File: src/rtl/bscan_pkg.sv
package bscan_pkg;

    localparam int IR_W = 3;
    localparam int ID_W = 32;

    typedef logic [IR_W-1:0] ir_t;

    localparam ir_t OP_EXTEST  = 3'b000;
    localparam ir_t OP_IDCODE  = 3'b001;
    localparam ir_t OP_SAMPZ   = 3'b010;
    localparam ir_t OP_SAMPPRE = 3'b100;

    typedef enum logic [3:0] {
        ST_TLR, ST_RTI,
        ST_SEL_DR, ST_CAP_DR, ST_SH_DR, ST_EX1_DR, ST_PAU_DR, ST_EX2_DR, ST_UPD_DR,
        ST_SEL_IR, ST_CAP_IR, ST_SH_IR, ST_EX1_IR, ST_PAU_IR, ST_EX2_IR, ST_UPD_IR
    } tap_state_e;

    typedef enum logic [1:0] {DR_BYP, DR_ID, DR_BSR} dr_sel_e;

    typedef struct packed {
        logic tlr;
        logic cap_ir;
        logic sh_ir;
        logic upd_ir;
        logic cap_dr;
        logic sh_dr;
        logic upd_dr;
    } tap_ctl_t;

    function automatic tap_state_e tap_next(input tap_state_e s, input logic m);
        case (s)
            ST_TLR:    return m ? ST_TLR    : ST_RTI;
            ST_RTI:    return m ? ST_SEL_DR : ST_RTI;
            ST_SEL_DR: return m ? ST_SEL_IR : ST_CAP_DR;
            ST_CAP_DR: return m ? ST_EX1_DR : ST_SH_DR;
            ST_SH_DR:  return m ? ST_EX1_DR : ST_SH_DR;
            ST_EX1_DR: return m ? ST_UPD_DR : ST_PAU_DR;
            ST_PAU_DR: return m ? ST_EX2_DR : ST_PAU_DR;
            ST_EX2_DR: return m ? ST_UPD_DR : ST_SH_DR;
            ST_UPD_DR: return m ? ST_SEL_DR : ST_RTI;
            ST_SEL_IR: return m ? ST_TLR    : ST_CAP_IR;
            ST_CAP_IR: return m ? ST_EX1_IR : ST_SH_IR;
            ST_SH_IR:  return m ? ST_EX1_IR : ST_SH_IR;
            ST_EX1_IR: return m ? ST_UPD_IR : ST_PAU_IR;
            ST_PAU_IR: return m ? ST_EX2_IR : ST_PAU_IR;
            ST_EX2_IR: return m ? ST_UPD_IR : ST_SH_IR;
            ST_UPD_IR: return m ? ST_SEL_DR : ST_RTI;
            default:   return ST_TLR;
        endcase
    endfunction

    function automatic dr_sel_e dr_decode(input ir_t op);
        case (op)
            OP_EXTEST, OP_SAMPZ, OP_SAMPPRE: return DR_BSR;
            OP_IDCODE:                       return DR_ID;
            default:                         return DR_BYP;
        endcase
    endfunction

endpackage

File: src/rtl/tap_fsm.sv
module tap_fsm
    import bscan_pkg::*;
(
    input  logic       clk,
    input  logic       rst,
    input  logic       tms,
    output tap_state_e st,
    output tap_ctl_t   ctl
);
    tap_state_e st_q;

    always_ff @(posedge clk) begin
        if (rst) st_q <= ST_TLR;
        else     st_q <= tap_next(st_q, tms);
    end

    always_comb begin
        ctl        = '0;
        ctl.tlr    = (st_q == ST_TLR);
        ctl.cap_ir = (st_q == ST_CAP_IR);
        ctl.sh_ir  = (st_q == ST_SH_IR);
        ctl.upd_ir = (st_q == ST_UPD_IR);
        ctl.cap_dr = (st_q == ST_CAP_DR);
        ctl.sh_dr  = (st_q == ST_SH_DR);
        ctl.upd_dr = (st_q == ST_UPD_DR);
    end

    assign st = st_q;
endmodule

File: src/rtl/tap_ir.sv
module tap_ir
    import bscan_pkg::*;
(
    input  logic     clk,
    input  logic     rst,
    input  tap_ctl_t ctl,
    input  logic     tdi,
    output ir_t      ir_act,
    output logic     ir_lsb
);
    localparam ir_t CAP_PATTERN = ir_t'(2'b01);

    ir_t sh_q;
    ir_t act_q;

    always_ff @(posedge clk) begin
        if (rst) begin
            sh_q  <= OP_IDCODE;
            act_q <= OP_IDCODE;
        end else begin
            if (ctl.cap_ir)     sh_q <= CAP_PATTERN;
            else if (ctl.sh_ir) sh_q <= {tdi, sh_q[IR_W-1:1]};

            if (ctl.tlr)         act_q <= OP_IDCODE;
            else if (ctl.upd_ir) act_q <= sh_q;
        end
    end

    assign ir_act = act_q;
    assign ir_lsb = sh_q[0];
endmodule

File: src/rtl/tap_dr.sv
module tap_dr
    import bscan_pkg::*;
#(
    parameter int                BSR_LEN  = 8,
    parameter logic [ID_W-1:0]   ID_VAL   = 32'h0000_0001,
    parameter logic [BSR_LEN-1:0] PIN_MASK = '1
) (
    input  logic               clk,
    input  logic               rst,
    input  tap_ctl_t           ctl,
    input  dr_sel_e            sel,
    input  logic               tdi,
    input  logic [BSR_LEN-1:0] pin_in,
    output logic               byp_bit,
    output logic               dr_lsb,
    output logic [BSR_LEN-1:0] bsr_upd
);
    logic               byp_q;
    logic [ID_W-1:0]    id_q;
    logic [BSR_LEN-1:0] bs_q;
    logic [BSR_LEN-1:0] bu_q;
    logic [BSR_LEN-1:0] cap_vec;

    for (genvar i = 0; i < BSR_LEN; i++) begin : g_cell
        always_comb cap_vec[i] = PIN_MASK[i] ? pin_in[i] : 1'b1;
    end

    always_ff @(posedge clk) begin
        if (rst) begin
            byp_q <= 1'b0;
            id_q  <= '0;
            bs_q  <= '0;
            bu_q  <= '0;
        end else begin
            if (ctl.cap_dr) begin
                case (sel)
                    DR_BYP:  byp_q <= 1'b0;
                    DR_ID:   id_q  <= ID_VAL;
                    DR_BSR:  bs_q  <= cap_vec;
                    default: byp_q <= 1'b0;
                endcase
            end else if (ctl.sh_dr) begin
                case (sel)
                    DR_BYP:  byp_q <= tdi;
                    DR_ID:   id_q  <= {tdi, id_q[ID_W-1:1]};
                    DR_BSR:  bs_q  <= {tdi, bs_q[BSR_LEN-1:1]};
                    default: byp_q <= tdi;
                endcase
            end
            if (ctl.upd_dr && sel == DR_BSR) bu_q <= bs_q;
        end
    end

    always_comb begin
        case (sel)
            DR_ID:   dr_lsb = id_q[0];
            DR_BSR:  dr_lsb = bs_q[0];
            default: dr_lsb = byp_q;
        endcase
    end

    assign byp_bit = byp_q;
    assign bsr_upd = bu_q;
endmodule

File: src/rtl/bscan_tap.sv
module bscan_tap
    import bscan_pkg::*;
#(
    parameter int                 BSR_LEN  = 8,
    parameter logic [31:0]        ID_CODE  = 32'h1A5C_3E4D,
    parameter logic [BSR_LEN-1:0] PIN_MASK = 8'b1011_0111
) (
    input  logic               tck,
    input  logic               rst,
    input  logic               tms,
    input  logic               tdi,
    input  logic [BSR_LEN-1:0] pin_in,
    output logic               tdo,
    output logic               tdo_en,
    output logic               out_hiz,
    output logic               bsr_drive,
    output logic [BSR_LEN-1:0] bsr_out
);
    localparam logic [ID_W-1:0] ID_FIXED = {ID_CODE[ID_W-1:1], 1'b1};

    tap_state_e st_q;
    tap_ctl_t   ctl;
    ir_t        ir_act;
    logic       ir_lsb;
    dr_sel_e    dr_sel;
    logic       dr_lsb;
    logic       byp_bit;
    logic       sout;
    logic       tdo_q;
    logic       en_q;

    tap_fsm u_fsm (
        .clk (tck),
        .rst (rst),
        .tms (tms),
        .st  (st_q),
        .ctl (ctl)
    );

    tap_ir u_ir (
        .clk    (tck),
        .rst    (rst),
        .ctl    (ctl),
        .tdi    (tdi),
        .ir_act (ir_act),
        .ir_lsb (ir_lsb)
    );

    assign dr_sel = dr_decode(ir_act);

    tap_dr #(
        .BSR_LEN  (BSR_LEN),
        .ID_VAL   (ID_FIXED),
        .PIN_MASK (PIN_MASK)
    ) u_dr (
        .clk     (tck),
        .rst     (rst),
        .ctl     (ctl),
        .sel     (dr_sel),
        .tdi     (tdi),
        .pin_in  (pin_in),
        .byp_bit (byp_bit),
        .dr_lsb  (dr_lsb),
        .bsr_upd (bsr_out)
    );

    always_comb begin
        if (ctl.sh_ir)      sout = ir_lsb;
        else if (ctl.sh_dr) sout = dr_lsb;
        else                sout = 1'b0;
    end

    always_ff @(negedge tck) begin
        if (rst) begin
            tdo_q <= 1'b0;
            en_q  <= 1'b0;
        end else begin
            tdo_q <= sout;
            en_q  <= ctl.sh_ir | ctl.sh_dr;
        end
    end

    assign tdo       = tdo_q;
    assign tdo_en    = en_q;
    assign out_hiz   = (ir_act == OP_SAMPZ);
    assign bsr_drive = (ir_act == OP_EXTEST);
endmodule

File: config.mk
export PLATFORM = sky130hd
export DESIGN_NAME = bscan_tap
export DESIGN_NICKNAME = d
export VERILOG_FILES = /design/src/rtl/bscan_pkg.sv /design/src/rtl/tap_fsm.sv /design/src/rtl/tap_ir.sv /design/src/rtl/tap_dr.sv /design/src/rtl/bscan_tap.sv
export SDC_FILE = /design/constraint.sdc
export NUM_CORES = 1
export LEC_CHECK = 0
export BUFFER_PORTS_ARGS = -buffer_cell sky130_fd_sc_hd__buf_2
export CAP_MARGIN = 20
export CORE_MARGIN = 1.5
export CORE_UTILIZATION = 53
export CTS_CLUSTER_SIZE = 40
export DETAILED_ROUTE_END_ITERATION = 10
export MAX_ROUTING_LAYER = met4
export PLACE_DENSITY_LB_ADDON = 0.05
export REMOVE_ABC_BUFFERS = 1
export SYNTH_ARGS = -nofsm -noshare
export SYNTH_HDL_FRONTEND = slang
export SYNTH_HIERARCHICAL = 1
export SYNTH_SLANG_ARGS = --single-unit
File: constraint.sdc
create_clock -name tck -period 1.5 [get_ports tck]
set_input_delay 0.075 -clock tck [delete_from_list [all_inputs] [get_ports tck]]
set_output_delay 0.075 -clock tck [all_outputs]
set_load 0.005 [all_outputs]
==> metrics.txt, run 1 <==
Synth cell types 39; Die ar. around 0.0056 sq mm; wire per inst around 18 um; Min-Delay Path Class in2reg; share of layout cells above drive strength 1 between 40% and 50%; cell area after synthesis between 0.002 and 0.003 sq mm; FF-to-FF End u_dr/id_q[21]$_SDFFE_PP0P_; DRT iter0 DRCs ~140; max_cap viols 0; total CTS buffers 9; remaining global-route overflow 0; final period utilization 145%; R2R depth 12; Clock Path Buffers 2; cts hold-fix bufs 0; vias in the first global route 2402; Req. time, crit path 1.73 ns; post-route ant nets 0; GPL Wtd Cong between 0.8 and 0.9; Total GRT Usage 29.0%; worst reg2reg startpoint u_ir/ir_act[1]$_SDFFE_PP0P_; register area share after synthesis roughly 45%; #FFs+latches synth 61; # nets final a little under 400; Chip Height roughly 75 um; cell row count 25; P_leak 1.49 nW; Hold WS 0.0664 ns; GR Layer Usage met2 46.6%; final count of negative-setup-slack endpoints 44; Worst setup EP type flop; post-DP HPWL roughly 3400 um; XOR/XNOR share of the synthesized area less than 1%; most frequent cells in the layout dfxtp_1 (55), nand2_1 (30), buf_4 (26), nor3_2 (26), a21oi_1 (25); failing checks setup timing; post-layout min period 2.17 ns; final hold viol count 0; Clock Skew between 0.04 and 0.05 ns; GRT met1 Usage about a third; DR vias around 2500; adder-cell share of the synthesized area less than 1%; total clock sinks between 60 and 70; CP Launch Type flop; number of remaining DRC errors 0; initial antenna violation count 0; drt total wl about 8000 um; Max Clk Rate 461 MHz; die width ~75 um; Hold Crit Start tdi; largest family of logic cells by synthesized area simple AND/OR/NAND/NOR gates; Clk Latency, worst-skew pair 0.37 ns; CTS tree built; drt pass-1 iters 4; R2R Setup Slk -0.67 ns; Core Footprint around 0.0048 sq mm; I/O pin count 24; measured slew at the worst slew-check pin between 0.6 and 0.7 ns; VDD IR max just over 0.6 mV; worst setup path start u_ir/ir_act[1]$_SDFFE_PP0P_; n_diodes 0; met3 GRT Util 8.67%; Mapped Cells 307; Power Density between 900 and 1000 mW/mm^2; kind of critical path reg2reg; PnR worst setup slack -0.670 ns; Clock Pin Slew Worst Setup and Hold Paths 0.06 ns; Fin Setup TNS -13.77 ns; CP Capture Point u_dr/id_q[21]$_SDFFE_PP0P_; root buffer cell clkbuf_8; Initial Util 56.4%; synth warn 6; Synth Area in Compound Gates ~14%; first-pass GRT wire length 11500 um; status complete, but fails checks; synthesized area per cell 8.84 sq um; Synth Area in Simple Gates ~30%; I/O Buffers 21; H-tree depth 3; post-synthesis mux area share under 10%; Area growth syn-to-layout 49.7%; arrival time worst endpoint between 2 and 2.5 ns; RSZ-0062 raised after global routing true; Final Core Density 84.4%; commonest non-fill, non-tap cell in the layout dfxtp_1; max_slew headroom 57.4%; pin count of the biggest net entering global routing between 50 and 60; Power, Total 3.68 mW; Vias/cell around 5.7; Pins Over Slew Limit 0; gr busiest metal met2; critical path peak fanout 7
-- state kept, by name (all words and copies together), names as in the netlist --
register      cells
u_dr/byp_bit      1
u_dr/bs_q         8
tdo_en            1
u_fsm/st          4
u_dr/bsr_upd      8
tdo               1
u_ir/ir_act       3
u_dr/id_q        32
u_ir/sh_q         3
-- cells by family (layout without fill, tap and decap cells) --
kind of cell	Yosys count	after routing
buf+inv	30	101
mux	11	11
xor+xnor	1	1
flops	61	61
compound gates	55	56
fa+ha+maj	2	2
simple gates	147	147
-- worst min-delay path by stage --
stage                                      to  slack, ns  cells past startpoint
floorplan           u_dr/bs_q[4]$_SDFFE_PP0P_       0.14                      1
global placement    u_dr/byp_bit$_SDFFE_PP0P_       0.40                      3
detailed placement  u_dr/byp_bit$_SDFFE_PP0P_       0.40                      3
CTS                 u_dr/byp_bit$_SDFFE_PP0P_       0.05                      3
global route        u_dr/byp_bit$_SDFFE_PP0P_       0.06                      3
finish              u_dr/byp_bit$_SDFFE_PP0P_       0.07                      3
-- layout make-up --
| cell class | instances | area (sq um) |
|---|---|---|
| Clock buffer | 12 | 145 |
| Clock inverter | 6 | 55.1 |
| Fill cell | 250 | 752 |
| Inverter | 5 | 18.8 |
| Multi-Input combinational cell | 217 | 1680 |
| Sequential cell | 61 | 1230 |
| Tap cell | 67 | 83.8 |
| Timing Repair Buffer | 78 | 845 |
-- what timing repair did --
action | CTS | global route
pin swaps | 17 | 7
setup buffers | 18 | 2
setup endpoints to repair | 53 | 53
cloned | 9 | 1
gates resized for setup | 96 | 19
-- critical path, stage by stage, from the launching register on --
cell and delay [ns]:
dfxtp_4 0.36, buf_6 0.13, a21oi_4 0.15, inv_1 0.09
ha_4 0.17, buf_4 0.13, buf_6 0.11, buf_6 0.11
o21ai_4 0.10, buf_6 0.17, buf_12 0.11, nand2_1 0.15
a21oi_2 0.29
-- per-layer routing --
metal	up-vias	part of all wire, %
met5	-	0
met1	1236	42
li1	1209	-
met2	63	51
met3	15	3.7
met4	0	2.7
-- synth_stat cells, drive strengths merged --
library cell	instances	area (sq um)
nand2	33	124
xnor2	1	8.76
mux2i	11	110
nor3b	2	15.0
a221oi	1	15.0
o22ai	2	12.5
buf	18	121
a211oi	6	55.1
and2	1	7.51
a22oi	1	7.51
inv	6	22.5
clkbuf	6	22.5
a221o	1	10.0
o32a	1	10.0
o21a	2	30.0
nand2b	4	32.5
a2111oi	1	15.0
nand3	10	50.1
o21ai	6	41.3
a31oi	2	12.5
dfxtp	61	1220
a21oi	29	145
nor3	41	285
nor2b	2	12.5
nand4b	1	8.76
nor4	1	6.26
ha	2	25.0
nand3b	18	135
nor2	33	124
o211ai	3	22.5
and3	1	6.26
-- power by group --
group          total (mW)  switching, mW  internal [mW]
clock network        1.47          0.652          0.814
registers            1.69         0.0412           1.65
logic               0.523          0.257          0.266
-- stage by stage --
stage	instances	setup WS, ns	instance area (sq um)
after floorplan	283	-2.59	2570
after global placement	402	-0.692	3050
after detailed placement	402	-0.732	3050
after CTS	444	-0.557	3970
after global routing	446	-0.726	4070
final	446	-0.670	4070
Note: power is estimated with default switching activity, not from simulation.
==> run 2: changes to the inputs <==
==> constraint.sdc (replaced) <==
create_clock -name tck -period 1.5 [get_ports tck]
set_input_delay 0.15 -clock tck [delete_from_list [all_inputs] [get_ports tck]]
set_output_delay 0.15 -clock tck [all_outputs]
set_load 0.005 [all_outputs]
==> run 2 against run 1 <==
Effect of this change: the run still ends with setup timing left; sequential cell count stayed put; global-route usage is 4.9 points lower; critical endpoint is now tdo$_SDFF_NP0_; setup slack better by 0.076 ns; routed wire length is 24% lower; sequential share of layout area is 2.4 points higher; register-to-register slack better by 0.08 ns; combinational power is 25% lower; sequential power hardly changed; power is 1.1% higher; die area stayed put.
==> metrics.txt, run 2 (synthesis results as in run 1) <==
# nets final 381 (was 388); root buffer cell clkbuf_8 (unchanged); Filler cells 352 (was 250); Total GRT Usage 24.1% (was 29.0%); Vias/cell 5.41 (was 5.66); final hold viol count 0 (unchanged); remaining global-route overflow 0 (unchanged); pin count of the biggest net entering global routing 46 (was 51); share of layout cells above drive strength 1 44.6% (was 46.4%); n_diodes 0 (unchanged); Power, Total 3.73 mW (was 3.68 mW); CP Launch Type flop (unchanged); failing checks setup timing (unchanged); wire per inst 14.0 um (was 18.0 um); die width 74.6 um (unchanged); RSZ-0062 raised after global routing true (unchanged); # placed instances 403 (was 402); max_slew headroom 61.8% (was 57.4%); total CTS buffers 9 (unchanged); Chip Height 74.6 um (unchanged); Clk Latency, worst-skew pair 0.36 ns (was 0.37 ns); Layout Cells excl Fill 439 (was 446); Die ar. 0.00556 sq mm (unchanged); Initial Util 56.4% (unchanged); kind of critical path reg2reg (unchanged); cts hold-fix bufs 0 (unchanged); Core Footprint 0.00482 sq mm (unchanged); Req. time, crit path 1.04 ns (was 1.73 ns); most frequent cells in the layout dfxtp_1 (55), buf_4 (33), nand2_1 (31) (was dfxtp_1 (55), nand2_1 (30), buf_4 (26), nor3_2 (26), a21oi_1 (25)); I/O pin count 24 (unchanged); R2R Setup Slk -0.59 ns (was -0.67 ns); CTS tree built (unchanged); vias in the first global route 2147 (was 2402); measured slew at the worst slew-check pin 0.573 ns (was 0.639 ns); number of remaining DRC errors 0 (unchanged); PnR worst setup slack -0.594 ns (was -0.670 ns); H-tree depth 3 (unchanged); max_cap viols 0 (unchanged); post-route ant nets 0 (unchanged); number of flip-flops in the largest register 32 (unchanged); status complete, but fails checks (unchanged); GPL Wtd Cong 0.854 (was 0.829); Clock Path Buffers 2 (unchanged); Fin Setup TNS -6.04 ns (was -13.77 ns); Hold WS 0.150 ns (was 0.0664 ns); drt total wl 6150 um (was 8050 um); final count of negative-setup-slack endpoints 45 (was 44); initial antenna violation count 0 (unchanged); Area growth syn-to-layout 38.8% (was 49.7%); Reg with most FFs u_dr/id_q (unchanged); Pins Over Slew Limit 0 (unchanged); DRT iter0 DRCs 128 (was 141); Worst setup EP type flop (unchanged); total clock sinks 61 (unchanged); cell row count 25 (unchanged); critical path peak fanout 4 (was 7); Clock Pin Slew Worst Setup and Hold Paths 0.06 ns (about the same); commonest non-fill, non-tap cell in the layout dfxtp_1 (unchanged); Clock Skew 0.0353 ns (was 0.0427 ns); I/O Buffers 21 (unchanged); Power Density 988 mW/mm^2 (was 906 mW/mm^2); drt pass-1 iters 6 (was 4); P_leak 1.42 nW (was 1.49 nW); first-pass GRT wire length 9960 um (was 11500 um); post-DP HPWL 3460 um (was 3440 um); DR vias 2377 (was 2523); Min-Delay Path Class in2reg (unchanged); VDD IR max 0.645 mV (was 0.614 mV); arrival time worst endpoint 1.64 ns (was 2.40 ns)
[run 2: critical path, stage by stage (launching register included)]
cell and delay (ns):
dfxtp_2 0.34, nor3b_4 0.25, inv_2 0.08, ha_4 0.29, nand2_1 0.07, o21ai_2 0.06, nand3b_1 0.10, a21oi_1 0.12
[run 2: per-stage QoR]
step	setup WS (ns)	cell area, sq um	util [%]
global route	-0.680	3770	78.3
global placement	-0.692	3060	63.4
CTS	-0.555	3630	75.4
floorplan	-2.59	2570	-
detailed placement	-0.765	3060	63.4
finish	-0.594	3770	78.3
[run 2: final timing paths]
kind | from | to | cells past startpoint
worst min register to register | u_dr/bsr_upd[3]$_SDFFE_PP0P_ | u_dr/bsr_upd[3]$_SDFFE_PP0P_ | 2
worst max register to register | u_ir/ir_act[2]$_SDFFE_PP0P_ | tdo$_SDFF_NP0_ | 7
worst max-delay path | u_ir/ir_act[2]$_SDFFE_PP0P_ | tdo$_SDFF_NP0_ | 7
worst min-delay path | tdi | u_dr/byp_bit$_SDFFE_PP0P_ | 3
[run 2: timing repair]
item,4_1_cts,5_1_grt
endpoints found under the hold margin,0,0
buffers inserted,14,4
resized for setup,54,31
cloned,2,0
setup endpoints to repair,53,56
pin swaps,9,13
[run 2: layout make-up]
| cell class | count | area, sq um | share of cell area [%] |
|---|---|---|---|
| Inverter | 5 | 18.8 | 0.498 |
| Sequential cell | 61 | 1240 | 32.8 |
| Clock buffer | 14 | 194 | 5.14 |
| Multi-Input combinational cell | 217 | 1580 | 41.9 |
| Clock inverter | 4 | 42.5 | 1.13 |
| Tap cell | 67 | 83.8 | 2.22 |
| Timing Repair Buffer | 71 | 617 | 16.4 |
[run 2: layer usage]
layer  part of all wire (%)  GRT usage (%)  up-vias
met5                      0              -        -
met2                     49           36.7       30
met1                     47           30.7     1141
li1                       -              -     1198
met4                    2.0           10.5        0
met3                    2.2           5.28        8
[run 2: where the power goes]
part	total, mW	switching, mW	internal (mW)
logic	0.394	0.206	0.188
clock network	1.64	0.630	1.01
registers	1.69	0.0359	1.66
==> run 3: changes to the inputs <==
--- a/config.mk
+++ b/config.mk
@@ -8,7 +8,7 @@
 export BUFFER_PORTS_ARGS = -buffer_cell sky130_fd_sc_hd__buf_2
 export CAP_MARGIN = 20
 export CORE_MARGIN = 1.5
-export CORE_UTILIZATION = 53
+export CORE_UTILIZATION = 58
 export CTS_CLUSTER_SIZE = 40
 export DETAILED_ROUTE_END_ITERATION = 10
 export MAX_ROUTING_LAYER = met4
==> constraint.sdc (replaced) <==
create_clock -name tck -period 2.1 [get_ports tck]
set_input_delay 0.21 -clock tck [delete_from_list [all_inputs] [get_ports tck]]
set_output_delay 0.21 -clock tck [all_outputs]
set_load 0.005 [all_outputs]
==> run 3 against run 2 <==
Effect of this change: the flow still finishes with violations (setup timing); worst hold slack improved by 0.0070 ns; sequential cell count unchanged; critical path depth unchanged; power decreased by 37%; count of clock-buffer cells in the layout decreased by 2; highest routed layer unchanged; combinational power decreased by 50%; routed wire length decreased by 11%.
==> metrics.txt, run 3 (synthesis results as in run 1) <==
Initial Util 61.1% (was 56.4%); Worst setup EP type flop (unchanged); # nets final 355 (was 381); met2 WL 2640 um (was 3020 um); DRT iter0 DRCs 169 (was 128); CP Launch Type flop (unchanged); Min-Delay Path Class in2reg (unchanged); Area growth syn-to-layout 17.3% (was 38.8%); post-route ant nets 0 (unchanged); R2R depth 7 (unchanged); Vias/cell 5.68 (was 5.41); worst setup path start u_ir/ir_act[1]$_SDFFE_PP0P_ (was u_ir/ir_act[2]$_SDFFE_PP0P_); Filler cells 369 (was 352); failing checks setup timing (unchanged); cts hold-fix bufs 0 (unchanged); R2R Setup Slk -0.25 ns (was -0.59 ns); vias in the first global route 2115 (was 2147); first-pass GRT wire length 9450 um (was 9960 um); final count of negative-setup-slack endpoints 1 (was 45); PnR worst setup slack -0.254 ns (was -0.594 ns); CTS tree built (unchanged); status complete, but fails checks (unchanged); critical path peak fanout 4 (unchanged); Clock Skew 0.0416 ns (was 0.0353 ns); CP Capture Point tdo$_SDFF_NP0_ (unchanged); top routing layer in use met4 (unchanged); Pins Over Slew Limit 0 (unchanged); total clock sinks 61 (unchanged); number of remaining DRC errors 0 (unchanged); post-route cell area 0.00319 sq mm (was 0.00377 sq mm); commonest non-fill, non-tap cell in the layout dfxtp_1 (unchanged); Placed Area 0.00290 sq mm (was 0.00306 sq mm); Die ar. 0.00510 sq mm (was 0.00556 sq mm); Core Footprint 0.00444 sq mm (was 0.00482 sq mm); I/O Buffers 21 (unchanged); RSZ-0062 raised after global routing true (unchanged); GPL Wtd Cong 0.850 (was 0.854); measured slew at the worst slew-check pin 0.784 ns (was 0.573 ns); Chip Height 71.4 um (was 74.6 um); cell row count 24 (was 25); arrival time worst endpoint 1.61 ns (was 1.64 ns); Reg with most FFs u_dr/id_q (unchanged); Power Density 732 mW/mm^2 (was 988 mW/mm^2); DR vias 2261 (was 2377); Total GRT Usage 24.4% (was 24.1%); pin count of the biggest net entering global routing 56 (was 46); post-DP HPWL 3340 um (was 3460 um); final hold viol count 0 (unchanged); number of flip-flops in the largest register 32 (unchanged); Clock Path Buffers 2 (unchanged); Sequential Area 0.00122 sq mm (was 0.00124 sq mm); die width 71.4 um (was 74.6 um); routed wl met3 190 um (was 135 um); kind of critical path reg2reg (unchanged); Clock Pin Slew Worst Setup and Hold Paths 0.07 ns (was 0.06 ns); worst reg2reg startpoint u_ir/ir_act[1]$_SDFFE_PP0P_ (was u_ir/ir_act[2]$_SDFFE_PP0P_); FF-to-FF End tdo$_SDFF_NP0_ (unchanged); area of the multi-input gates 0.00139 sq mm (was 0.00158 sq mm); wire length on met1 2530 um (was 2870 um); I/O pin count 24 (unchanged); drt pass-1 iters 4 (was 6); total CTS buffers 9 (unchanged); Hold WS 0.157 ns (was 0.150 ns); max_cap viols 0 (unchanged); Clk Latency, worst-skew pair 0.37 ns (was 0.36 ns); remaining global-route overflow 0 (unchanged); n_diodes 0 (unchanged); P_leak 1.12 nW (was 1.42 nW); root buffer cell clkbuf_8 (unchanged); most frequent cells in the layout dfxtp_1 (59), nor2_1 (33), nand2_1 (33) (was dfxtp_1 (55), buf_4 (33), nand2_1 (31)); max_slew headroom 47.6% (was 61.8%); drt total wl 5500 um (was 6150 um); initial antenna violation count 0 (unchanged); Req. time, crit path 1.35 ns (was 1.04 ns); VDD IR max 0.443 mV (was 0.645 mV); wire per inst 13.8 um (was 14.0 um); H-tree depth 3 (unchanged); share of layout cells above drive strength 1 27.7% (was 44.6%); Final Core Density 71.7% (was 78.3%)
==> run 3: cell count changes in the layout (fill, tap and decap cells not counted), sizes merged <==
| cell | delta |
|---|---|
| buf | -24 |
| bufbuf | -1 |
| bufinv | -1 |
| clkbuf | -2 |
| clkinv | +1 |
| clkinvlp | +2 |
| o21a | -1 |
==> run 3: worst max-delay path: stages, from the launching register on <==
cell and delay, ns:
dfxtp_2 0.34, buf_6 0.12, a21oi_4 0.15, buf_6 0.12, ha_4 0.20, o21ai_2 0.13
nand3b_1 0.08, a21oi_1 0.14
==> run 3: how the worst min path moves through the flow <==
| stage | startpoint | to | slack, ns | cells after the start |
|---|---|---|---|---|
| global route | rst | u_dr/id_q[30]$_SDFFE_PP0P_ | 0.17 | 2 |
| global placement | u_dr/id_q[29]$_SDFFE_PP0P_ | u_dr/id_q[29]$_SDFFE_PP0P_ | 0.44 | 2 |
| CTS | rst | u_dr/id_q[30]$_SDFFE_PP0P_ | 0.15 | 2 |
| floorplan | rst | u_dr/bs_q[4]$_SDFFE_PP0P_ | 0.27 | 1 |
| finish | rst | u_dr/id_q[30]$_SDFFE_PP0P_ | 0.16 | 2 |
| detailed placement | u_dr/bsr_upd[2]$_SDFFE_PP0P_ | u_dr/bsr_upd[2]$_SDFFE_PP0P_ | 0.45 | 2 |
==> run 3: cell type report <==
class                   instances  area share (%)
multi-input cells             216            43.6
flip-flops and latches         61            38.4
repair buffers                 46            9.54
clock buffers                  12            4.87
well taps                      52            2.04
clock inverters                 6           0.943
inverters                       5           0.589
==> run 3: timing repair <==
| action | 4_1_cts | 5_1_grt |
|---|---|---|
| buffers inserted | 2 | 3 |
| endpoints found under the setup margin | 1 | 1 |
| resized for setup | 13 | 3 |
| pin swaps | 7 | 5 |
==> run 3: through the flow <==
stage	cells	power, mW	setup slack [ns]	setup TNS [ns]
after global routing	398	2.42	-0.299	-0.299
after detailed placement	376	1.43	-0.462	-0.462
after floorplan	283	1.35	-1.99	-77.37
final	398	2.33	-0.254	-0.254
after global placement	376	1.42	-0.402	-0.402
after CTS	395	2.35	-0.250	-0.250
==> run 3: power by group <==
part           total (mW)  internal, mW  switching, mW
registers            1.20          1.18         0.0153
logic               0.198        0.0743          0.124
clock network       0.934         0.490          0.444
==> run 3: metal layers <==
metal / track usage (%) / up-vias
met2: 39.9 / 35
li1: - / 1140
met4: 13.5 / 0
met3: 4.22 / 10
met5: - / -
met1: 28.6 / 1076
